===== config.mk =====
export PLATFORM = sky130hd
export DESIGN_NAME = halt_wake_ctrl
export DESIGN_NICKNAME = d
export VERILOG_FILES = /design/src/rtl/hwk_pkg.sv /design/src/rtl/hwk_perm.sv /design/src/rtl/hwk_arb.sv /design/src/rtl/hwk_warm.sv /design/src/rtl/halt_wake_ctrl.sv
export SDC_FILE = /design/constraint.sdc
export NUM_CORES = 1
export LEC_CHECK = 0
export ABC_CLOCK_PERIOD_IN_PS = 14900
export CORE_MARGIN = 2
export CORE_UTILIZATION = 50
export DETAILED_ROUTE_END_ITERATION = 10
export GPL_ROUTABILITY_DRIVEN = 1
export GPL_TIMING_DRIVEN = 0
export HOLD_SLACK_MARGIN = 0.15
export PLACE_DENSITY_LB_ADDON = 0.1
export SKIP_LAST_GASP = 1
export SYNTH_ARGS = -nofsm -noshare
export SYNTH_HDL_FRONTEND = slang
export SYNTH_SLANG_ARGS = --single-unit
export TNS_END_PERCENT = 1

===== constraint.sdc =====
create_clock -name clk -period 14.9 [get_ports clk]
set_clock_uncertainty 0.05 [all_clocks]
set_input_delay 4.47 -clock clk [delete_from_list [all_inputs] [get_ports clk]]
set_output_delay 4.47 -clock clk [all_outputs]
set_load 0.01 [all_outputs]

===== src/rtl/hwk_pkg.sv =====
package hwk_pkg;
    localparam int LVL_W   = 3;
    localparam int NMI_LVL = 7;

    typedef enum logic [1:0] {
        ST_RUN,
        ST_HALTED,
        ST_WARMUP,
        ST_WAKE
    } hwk_state_t;

    typedef enum logic [1:0] {
        HM_IDLE2 = 2'b00,
        HM_IDLE1 = 2'b01,
        HM_STOP  = 2'b10,
        HM_NONE  = 2'b11
    } hwk_mode_t;
endpackage


===== src/rtl/hwk_perm.sv =====
module hwk_perm
    import hwk_pkg::*;
#(
    parameter int N_SRC = 8
) (
    input  logic             clk,
    input  logic             rst_n,
    input  logic             load_en,
    input  logic [N_SRC-1:0] idle1_in,
    input  logic [N_SRC-1:0] stop_in,
    input  hwk_mode_t        mode,
    input  logic [N_SRC-1:0] req,
    output logic [N_SRC-1:0] eligible
);
    logic [N_SRC-1:0] en_idle1_q;
    logic [N_SRC-1:0] en_stop_q;

    always_ff @(posedge clk or negedge rst_n) begin
        if (!rst_n) begin
            en_idle1_q <= '0;
            en_stop_q  <= '0;
        end else if (load_en) begin
            en_idle1_q <= idle1_in;
            en_stop_q  <= stop_in;
        end
    end

    always_comb begin
        unique case (mode)
            HM_IDLE2: eligible = req;
            HM_IDLE1: eligible = req & en_idle1_q;
            HM_STOP:  eligible = req & en_stop_q;
            default:  eligible = '0;
        endcase
    end
endmodule


===== src/rtl/hwk_arb.sv =====
module hwk_arb
    import hwk_pkg::*;
#(
    parameter int N_SRC = 8
) (
    input  logic [N_SRC-1:0]       req,
    input  logic [N_SRC*LVL_W-1:0] lvl_flat,
    input  logic                   nmi,
    output logic                   any,
    output logic [LVL_W-1:0]       win_lvl
);
    always_comb begin
        any     = 1'b0;
        win_lvl = '0;
        // descending scan with >= leaves the lowest index on a tie
        for (int i = N_SRC - 1; i >= 0; i--) begin
            if (req[i] && (!any || lvl_flat[i*LVL_W +: LVL_W] >= win_lvl)) begin
                win_lvl = lvl_flat[i*LVL_W +: LVL_W];
                any     = 1'b1;
            end
        end
        if (nmi) begin
            win_lvl = LVL_W'(NMI_LVL);
            any     = 1'b1;
        end
    end
endmodule


===== src/rtl/hwk_warm.sv =====
module hwk_warm #(
    parameter int          CNT_W = 16,
    parameter logic [15:0] INIT  = 16'd20
) (
    input  logic             clk,
    input  logic             rst_n,
    input  logic             cfg_load,
    input  logic [CNT_W-1:0] cfg_val,
    input  logic             start,
    input  logic             count_en,
    output logic             expired
);
    logic [CNT_W-1:0] reload_q;
    logic [CNT_W-1:0] cnt_q;

    always_ff @(posedge clk or negedge rst_n) begin
        if (!rst_n) begin
            reload_q <= CNT_W'(INIT);
            cnt_q    <= '0;
        end else begin
            if (cfg_load) reload_q <= cfg_val;
            if (start)
                cnt_q <= reload_q;
            else if (count_en && cnt_q != '0)
                cnt_q <= cnt_q - 1'b1;
        end
    end

    assign expired = (cnt_q == '0);
endmodule


===== src/rtl/halt_wake_ctrl.sv =====
module halt_wake_ctrl
    import hwk_pkg::*;
#(
    parameter int          N_SRC     = 8,
    parameter int          WARM_W    = 16,
    parameter logic [15:0] WARM_INIT = 16'd20
) (
    input  logic                   clk,
    input  logic                   rst_n,
    input  logic                   halt_req,
    input  logic [1:0]             halt_mode,
    input  logic [N_SRC-1:0]       irq_req,
    input  logic [N_SRC*LVL_W-1:0] irq_lvl,
    input  logic                   nmi_req,
    input  logic [LVL_W-1:0]       cpu_mask,
    input  logic                   perm_load,
    input  logic [N_SRC-1:0]       perm_idle1,
    input  logic [N_SRC-1:0]       perm_stop,
    input  logic                   warm_load,
    input  logic [WARM_W-1:0]      warm_reload,
    output logic                   clk_en,
    output logic                   wake_pulse,
    output logic                   take_irq,
    output logic [LVL_W-1:0]       wake_lvl
);
    hwk_state_t       st_q, st_nxt;
    hwk_mode_t        mode_q, mode_sel;
    logic [N_SRC-1:0] eligible;
    logic             pend;
    logic [LVL_W-1:0] win_lvl;
    logic [LVL_W-1:0] lvl_q;
    logic             take_q;
    logic             halt_ok;
    logic             latch_win;
    logic             warm_start;
    logic             warm_zero;
    logic             running;

    assign running  = (st_q == ST_RUN);
    assign halt_ok  = halt_req && (hwk_mode_t'(halt_mode) != HM_NONE);
    assign mode_sel = running ? hwk_mode_t'(halt_mode) : mode_q;

    hwk_perm #(.N_SRC(N_SRC)) u_perm (
        .clk      (clk),
        .rst_n    (rst_n),
        .load_en  (perm_load && running),
        .idle1_in (perm_idle1),
        .stop_in  (perm_stop),
        .mode     (mode_sel),
        .req      (irq_req),
        .eligible (eligible)
    );

    hwk_arb #(.N_SRC(N_SRC)) u_arb (
        .req      (eligible),
        .lvl_flat (irq_lvl),
        .nmi      (nmi_req),
        .any      (pend),
        .win_lvl  (win_lvl)
    );

    hwk_warm #(.CNT_W(WARM_W), .INIT(WARM_INIT)) u_warm (
        .clk      (clk),
        .rst_n    (rst_n),
        .cfg_load (warm_load && running),
        .cfg_val  (warm_reload),
        .start    (warm_start),
        .count_en (st_q == ST_WARMUP),
        .expired  (warm_zero)
    );

    // next-state logic
    always_comb begin
        st_nxt = st_q;
        unique case (st_q)
            ST_RUN:    if (halt_ok) st_nxt = pend ? ST_WAKE : ST_HALTED;
            ST_HALTED: if (pend) st_nxt = (mode_q == HM_STOP) ? ST_WARMUP : ST_WAKE;
            ST_WARMUP: begin
                if (!pend)          st_nxt = ST_HALTED;
                else if (warm_zero) st_nxt = ST_WAKE;
            end
            ST_WAKE:   st_nxt = ST_RUN;
            default:   st_nxt = ST_RUN;
        endcase
    end

    assign latch_win  = (st_nxt == ST_WAKE) && (st_q != ST_WAKE);
    assign warm_start = (st_q == ST_HALTED) && (st_nxt == ST_WARMUP);

    // state register
    always_ff @(posedge clk or negedge rst_n) begin
        if (!rst_n) begin
            st_q   <= ST_RUN;
            mode_q <= HM_IDLE2;
            lvl_q  <= '0;
            take_q <= 1'b0;
        end else begin
            st_q <= st_nxt;
            if (running && halt_ok) mode_q <= hwk_mode_t'(halt_mode);
            if (latch_win) begin
                lvl_q  <= win_lvl;
                take_q <= (win_lvl >= cpu_mask);
            end
        end
    end

    // outputs
    always_comb begin
        clk_en     = (st_q != ST_HALTED);
        wake_pulse = (st_q == ST_WAKE);
        take_irq   = wake_pulse ? take_q : 1'b0;
        wake_lvl   = wake_pulse ? lvl_q : '0;
    end

    p_pulse_single_r11: assert property (@(posedge clk) disable iff (!rst_n)
        wake_pulse |=> !wake_pulse);

    p_gate_needs_halt_r2: assert property (@(posedge clk) disable iff (!rst_n)
        $fell(clk_en) |-> ($past(halt_req) || $past(st_q) == ST_WARMUP));

    p_stop_no_direct_wake_r8: assert property (@(posedge clk) disable iff (!rst_n)
        (wake_pulse && !$past(clk_en)) |-> (mode_q != HM_STOP));

    p_warm_expire_r8: assert property (@(posedge clk) disable iff (!rst_n)
        (st_q == ST_WARMUP && warm_zero) |=> (st_q != ST_WARMUP));

    p_drop_no_wake_r9: assert property (@(posedge clk) disable iff (!rst_n)
        (st_q == ST_WARMUP && !pend) |=> !wake_pulse);

    p_nmi_top_r7: assert property (@(posedge clk) disable iff (!rst_n)
        (wake_pulse && $past(nmi_req) && $past(st_q) != ST_WAKE) |-> (wake_lvl == 3'd7 && take_irq));
endmodule


* After elaboration in Yosys (flattened, before gate mapping)
Cells that the tools add are included.
** Cells by class
- Add/sub/neg operators :: 1
- $lt $le $gt $ge :: 8
- Equal/unequal tests :: 11
- Multiplexer cells :: 31
- Bitwise operators :: 2
- Reductions and logical operators :: 33
** Operators by type and width (count)
- two-way mux 16 bit :: 2
- two-way mux 3 bit :: 10
- greater-or-equal comparator 3 bit :: 8
- one-hot mux 8 bit (3 select lines) :: 1
- AND 8 bit :: 2
- zero test 16 bit :: 1
- nonzero test 16 bit :: 1
- subtractor 16 x 1 -> 16 bit, second input constant :: 1
- logical AND 1 bit :: 14
- equality test 2 bit, second input constant :: 6
- two-way mux 2 bit :: 6
- two-way mux 1 bit :: 11
- one-hot mux 2 bit (4 select lines) :: 1
- zero test 1 bit :: 7
- logical OR 1 bit :: 7
- equality test 2 x 1 -> 1 bit, second input constant :: 2
- zero test 2 bit :: 2
- != test 2 bit, second input constant :: 2
- != test 2 x 1 -> 1 bit, second input constant :: 1
- nonzero test 2 bit :: 1
** Word-level totals
- Register bits after elaboration :: 56
- Input bits :: 75
- Output and inout bits :: 6
- Word-level logic and storage cells :: 94

* Logic depth before layout (Yosys ltp)
- Depth in word-level cells :: 40
- Mapped depth :: 64
- Depth with buffers taken out :: 61

* By module
Synthesis repeated with hierarchy kept, for this count alone.
** Second synthesis, totals
- Cell total of the unflattened synthesis :: 435
- Area, all modules :: 4190.3 um^2
** Modules (own cells, without submodules)
- hwk_warm :: instances 1, cells an instance 168, area each 1702.9 um^2, seq. area each 803.3 um^2
- hwk_arb :: instances 1, cells an instance 137, area each 987.2 um^2, seq. area each 0.0 um^2
- hwk_perm :: instances 1, cells an instance 75, area each 954.7 um^2, seq. area each 400.4 um^2
- halt_wake_ctrl :: instances 1, cells an instance 55, area each 545.5 um^2, seq. area each 200.2 um^2

* Worst setup path before layout
No wires, ideal clock.
- Path kind :: input to register
- Start point :: input halt_mode[1]
- End point :: register take_q
- Library setup time :: 131 ps
- Data arrival time :: 15022 ps
- Data required time :: 14719 ps
- Path slack :: -303 ps
- Stages :: 61
- Path buffers :: 2
- Cell sequence :: mux2_2 > ha_1 > buf_6 > mux2_1 > a22o_1 > and2_1 > ha_1 > nand2b_1 > a211oi_1 > o21ai_2 > a32o_1 > ha_1 > nand2b_1 > a21o_1 > a221oi_1 > nor2_1 > o21a_1 > ha_1 > (+25 left out) > nand2_1 > nor2_1 > nor2_1 > ha_1 > nand2b_1 > a21o_1 > a21oi_1 > o21ai_0 > and2_1 > clkbuf_1 > nor2_1 > o21ai_1 > and3_1 > ha_1 > nand2b_1 > a21o_1 > a21oi_1 > a21oi_1
** On the way
- Cells in the longest elaborated chain, start to end :: 38
- Elaborated cells between the ends (all ways) :: 61
- Those cells by class :: order compare: 8; eq/ne: 4; mux: 25; reduce/logical: 24
** Ends and longest elaborated chain
- start, declared :: line halt_wake_ctrl.sv:11 : input logic [1:0] halt_mode,
- two-way mux 2 bit :: line halt_wake_ctrl.sv:41 : assign mode_sel = running ? hwk_mode_t'(halt_mode) : mode_q;
- equality test 2 bit, or another cell as far along :: line hwk_perm.sv:29 : unique case (mode)
- one-hot mux 8 bit (3 select lines) :: line hwk_perm.sv:29
- two-way mux 3 bit / two-way mux 1 bit (equally long branches) :: line hwk_arb.sv:17 : if (req[i] && (!any || lvl_flat[i*LVL_W +: LVL_W] >= win_lvl)) begin
- greater-or-equal comparator 3 bit / zero test 1 bit (equally long branches) :: line hwk_arb.sv:17
- logical OR 1 bit :: line hwk_arb.sv:17
- logical AND 1 bit :: line hwk_arb.sv:17
- two-way mux 3 bit / two-way mux 1 bit (equally long branches) :: line hwk_arb.sv:17
- (+21 left out)
- logical OR 1 bit :: line hwk_arb.sv:17
- logical AND 1 bit :: line hwk_arb.sv:17
- two-way mux 1 bit :: line hwk_arb.sv:17
- two-way mux 1 bit :: line hwk_arb.sv:22 : if (nmi) begin
- two-way mux 2 bit (2 in a row) :: line halt_wake_ctrl.sv:76 : ST_RUN: if (halt_ok) st_nxt = pend ? ST_WAKE : ST_HALTED;
- one-hot mux 2 bit (4 select lines) :: line halt_wake_ctrl.sv:75 : unique case (st_q)
- equality test 2 bit :: line halt_wake_ctrl.sv:87 : assign latch_win = (st_nxt == ST_WAKE) && (st_q != ST_WAKE);
- logical AND 1 bit :: line halt_wake_ctrl.sv:87
- end signal, assigned :: line halt_wake_ctrl.sv:102 : take_q <= (win_lvl >= cpu_mask);
- end, declared :: line halt_wake_ctrl.sv:32 : logic take_q;
Parallel ways exist; a longest one is shown, timed or not.
A chain may end at the register's enable or synchronous reset.

* Worst setup path in the final report
- Start point :: input halt_mode[1]
- End point :: register take_q
** On the way
- Elaborated cells between the ends (all ways) :: 61
- Those cells by class :: order compare: 8; eq/ne: 4; mux: 25; reduce/logical: 24
** RTL lines
- two-way mux 2 bit * :: line halt_wake_ctrl.sv:41
- equality test 2 bit, or another cell as far along :: line hwk_perm.sv:29
- one-hot mux 8 bit (3 select lines) * :: line hwk_perm.sv:29
- two-way mux 3 bit / two-way mux 1 bit (equally long branches) :: line hwk_arb.sv:17
- greater-or-equal comparator 3 bit / zero test 1 bit (equally long branches) :: line hwk_arb.sv:17
- logical OR 1 bit :: line hwk_arb.sv:17
- logical AND 1 bit :: line hwk_arb.sv:17
- two-way mux 3 bit / two-way mux 1 bit (equally long branches) :: line hwk_arb.sv:17
- (+19 left out)
- two-way mux 3 bit / two-way mux 1 bit (equally long branches) :: line hwk_arb.sv:17
- greater-or-equal comparator 3 bit / zero test 1 bit (equally long branches) :: line hwk_arb.sv:17
- logical OR 1 bit :: line hwk_arb.sv:17
- logical AND 1 bit :: line hwk_arb.sv:17
- two-way mux 3 bit * :: line hwk_arb.sv:17
- two-way mux 3 bit * :: line hwk_arb.sv:22
- named net u_arb.win_lvl[1] :: line hwk_arb.sv:10 : output logic [LVL_W-1:0] win_lvl
- greater-or-equal comparator 3 bit * :: line halt_wake_ctrl.sv:102
The timed path passes the listed nets; every way through them passes the cells marked *.

==> results.sh <==
export IMPL_min_period_over_period_pct=102
export IMPL_final_util_pct=74.4
export IMPL_cp_required_ns=15.03
export IMPL_cp_arrival_ns=15.34
export IMPL_fin_cells=643
export IMPL_ys_seq_elements=56
export IMPL_hpwl_um=6780
export IMPL_slew_headroom_pct=55.0
export IMPL_synthDistinctLibCells=70
export IMPL_yosysSeqAreaShare_pct=35.4
export IMPL_start_kind="input pin"
export IMPL_die_width_um=93.1
export IMPL_wirelength_um=10300
export IMPL_drc=0
export IMPL_avgViaCountPerCell=5.61
export IMPL_min_path_type="reg2reg"
export IMPL_place_congestion=0.807
export IMPL_drt_initial_drc_count=119
export IMPL_root_buffer="clkbuf_8"
export IMPL_setup_viol=1
export IMPL_placed_cells=579
export IMPL_cts_buffers=5
export IMPL_status="finished with violations"
export IMPL_fillers=534
export IMPL_yosysWarnings=0
export IMPL_synthFlopType="dfrtp_1"
export IMPL_hold_viol=0
export IMPL_worstSetupPathType="in2reg"
export IMPL_ctsHtreeMaxLevel=2
export IMPL_fin_nets=644
export IMPL_worst_path_max_fanout=6
export IMPL_fmax_mhz=65.7
export IMPL_irDropWorstVdd_v=0.000128
export IMPL_row_count=32
export IMPL_ctsHoldBuffers=0
export IMPL_power_mw=1.71
export IMPL_antenna_found_initial=0
export IMPL_cts_tree="yes"
export IMPL_endpoint_kind="register"
export IMPL_die_y_um=93.1
export IMPL_io_buffers=80
export IMPL_diodes=0
export IMPL_tightest_slew_ns=0.669
export IMPL_cp_slowest_cell="or3b_4"
export IMPL_num_vias=3608
export IMPL_clkSinkCount=56
export IMPL_fin_crit_ns=15.21
export IMPL_dp_slack_ns=-1.47
export IMPL_grt_max_degree=32
export IMPL_clkLatencyLatePin_ns=0.30
export IMPL_max_cap_violations=0
export IMPL_clockBufferDepth=2
export IMPL_netlist_instances=396
export IMPL_power_density_nw_per_um2=298
export IMPL_rsz0062_at_grt="yes"
export IMPL_initial_utilization_pct=51.6
export IMPL_ff2ff_path_depth=64
export IMPL_core_area_sq_um=7690
export IMPL_clkTransAtPathRegs_ns=0.09
export IMPL_io_pins=81
export IMPL_cpMostUsedCell="buf_4"
export IMPL_avgSynthCellArea_sq_um=10.0
export IMPL_synth_edff_count=0
export IMPL_grt_pass1_wl_um=15800
export IMPL_grt_pass1_vias=3567
export IMPL_violations="setup timing"
export IMPL_grt_overflow_total=0
export IMPL_slowest_delay_ns=0.42
export IMPL_fin_hold_ws_ns=0.442
export IMPL_postRouteAntennaNets=0
export IMPL_drive_gt1_share_pct=34.0
export IMPL_p_leak_nw=2.44
export IMPL_finalWorstSetupSlack_ns=-0.309
export IMPL_synth_nets=500
export IMPL_fp_dieArea_sq_um=8660
export IMPL_grt_usage_pct=22.6
export IMPL_slew_viol_final=0
export IMPL_area_delta_synth_final_pct=44.3
export IMPL_firstDrtPassIters=4
export IMPL_routedWlPerCell_um=16.0
export IMPL_hold_depth=2
export IMPL_syn_area_sq_um=3970
export IMPL_async_flop_share_pct=100
## layer usage
layer  vias to the layer above  share of wire [%]  GRT usage, %
met4                         0                2.6          6.37
li1                       1740                  -             -
met1                      1763                 42          27.1
met5                         -                  0             0
met3                        22                3.3          2.10
met2                        83                 52          42.8
## layout by cell type (no fill, tap or decap), types with 6 or more instances in the layout
master and n:
a21o_1 18, a21oi_1 10, a21oi_2 7, and2_1 7, buf_4 58, clkdlybuf4s50_1 77
dfrtp_1 54, ha_1 22, ha_4 6, inv_1 20, mux2_2 37, nand2_1 29
nand2b_1 6, nand2b_4 6, nand3_1 7, nor2_1 23, nor3_1 10, o21ai_1 14
xnor2_1 6
## layout make-up
cell class / instances / area, sq um / area share, %
clock buffer: 7 / 76.3 / 1.33
inverter: 22 / 82.6 / 1.44
multi-input combinational: 307 / 2720 / 47.6
sequential: 56 / 1400 / 24.5
tap: 102 / 128 / 2.23
clock inverter: 1 / 5.00 / 0.0875
timing repair buffer: 140 / 1270 / 22.1
buffer: 8 / 36.3 / 0.634
## cells in the mapped netlist (3+ instances only)
master,number,area (sq um)
clkbuf_1,4,15.0
and2_1,10,62.6
a21oi_1,16,80.1
dfrtp_1,54,1350
and3_1,5,31.3
nor2_1,27,101
buf_2,3,15.0
a31oi_1,5,31.3
o22ai_1,3,18.8
ha_1,29,363
nand2b_1,12,75.1
nor2b_1,3,18.8
or3_1,3,18.8
nor3b_1,5,37.5
nand2_1,30,113
o21ai_1,16,80.1
a21o_1,18,135
nand3_1,8,40.0
xnor2_1,6,52.6
inv_1,22,82.6
nor3_1,11,55.1
a221o_1,4,40.0
mux2_2,38,428
o211ai_1,5,37.5
## cells by family (layout without fill, tap and decap cells)
logic type      Yosys count  count (layout)  share of synthesized area (%)
simple gates            129             129                           18.1
flops                    56              56                           35.4
compound gates           99              99                           20.0
xor+xnor                  8               8                           1.77
fa+ha+maj                29              29                           9.15
buf+inv                  33             178                           3.50
mux                      42              42                           12.1
## sequential cells by signal, summed over array words and instances (netlist names)
register and flops:
u_warm.cnt_q 16, st_q 2, lvl_q 3, take_q 1, u_perm.en_idle1_q 8, u_perm.en_stop_q 8, mode_q 2, u_warm.reload_q 16
## final timing paths
check                                                       end  slack (ns)                             from
worst max-delay path                         take_q$_DFFE_PN0P_       -0.31                     halt_mode[1]
worst min-delay path               u_warm.cnt_q[14]$_DFFE_PN0P_        0.44  u_warm.reload_q[14]$_DFFE_PN0P_
worst max register to register               take_q$_DFFE_PN0P_        2.77                st_q[1]$_DFF_PN0_
worst min register to register     u_warm.cnt_q[14]$_DFFE_PN0P_        0.44  u_warm.reload_q[14]$_DFFE_PN0P_
max in group asynchronous                  lvl_q[0]$_DFFE_PN0P_       10.12                            rst_n
min in group asynchronous       u_warm.reload_q[12]$_DFFE_PN0P_        4.11                            rst_n
## critical path: cells and delay by family
family                   cells  cell delay, ns
AND/OR/NAND/NOR             14            2.02
AO/OA/AOI/OAI               25            4.53
buffers and inverters       14            1.68
adder cells (fa/ha/maj)      8            2.04
multiplexers                 2            0.60
## metrics by stage
step	cell area (sq um)	TNS, ns
after detailed placement	4930	-3.24
after floorplan	3990	0
after CTS	5430	0
after global placement	4920	-2.72
after global routing	5720	-0.580
final	5720	-0.309
## what timing repair did
item | 4_1_cts | 5_1_grt
buffers inserted | 47 | 12
setup endpoints to repair | 4 | 4
pin swaps | 26 | 44
resized for setup | 24 | 41
## report_power, final
| part | total (mW) | leakage, nW | internal, mW | switching [mW] |
|---|---|---|---|---|
| Sequential | 0.276 | 0.665 | 0.230 | 0.0464 |
| Clock | 0.0788 | 0.0422 | 0.0331 | 0.0457 |
| Combinational | 1.35 | 1.73 | 0.734 | 0.618 |
| Total | 1.71 | 2.44 | 0.997 | 0.711 |
Power figures use the tool's default switching activity.
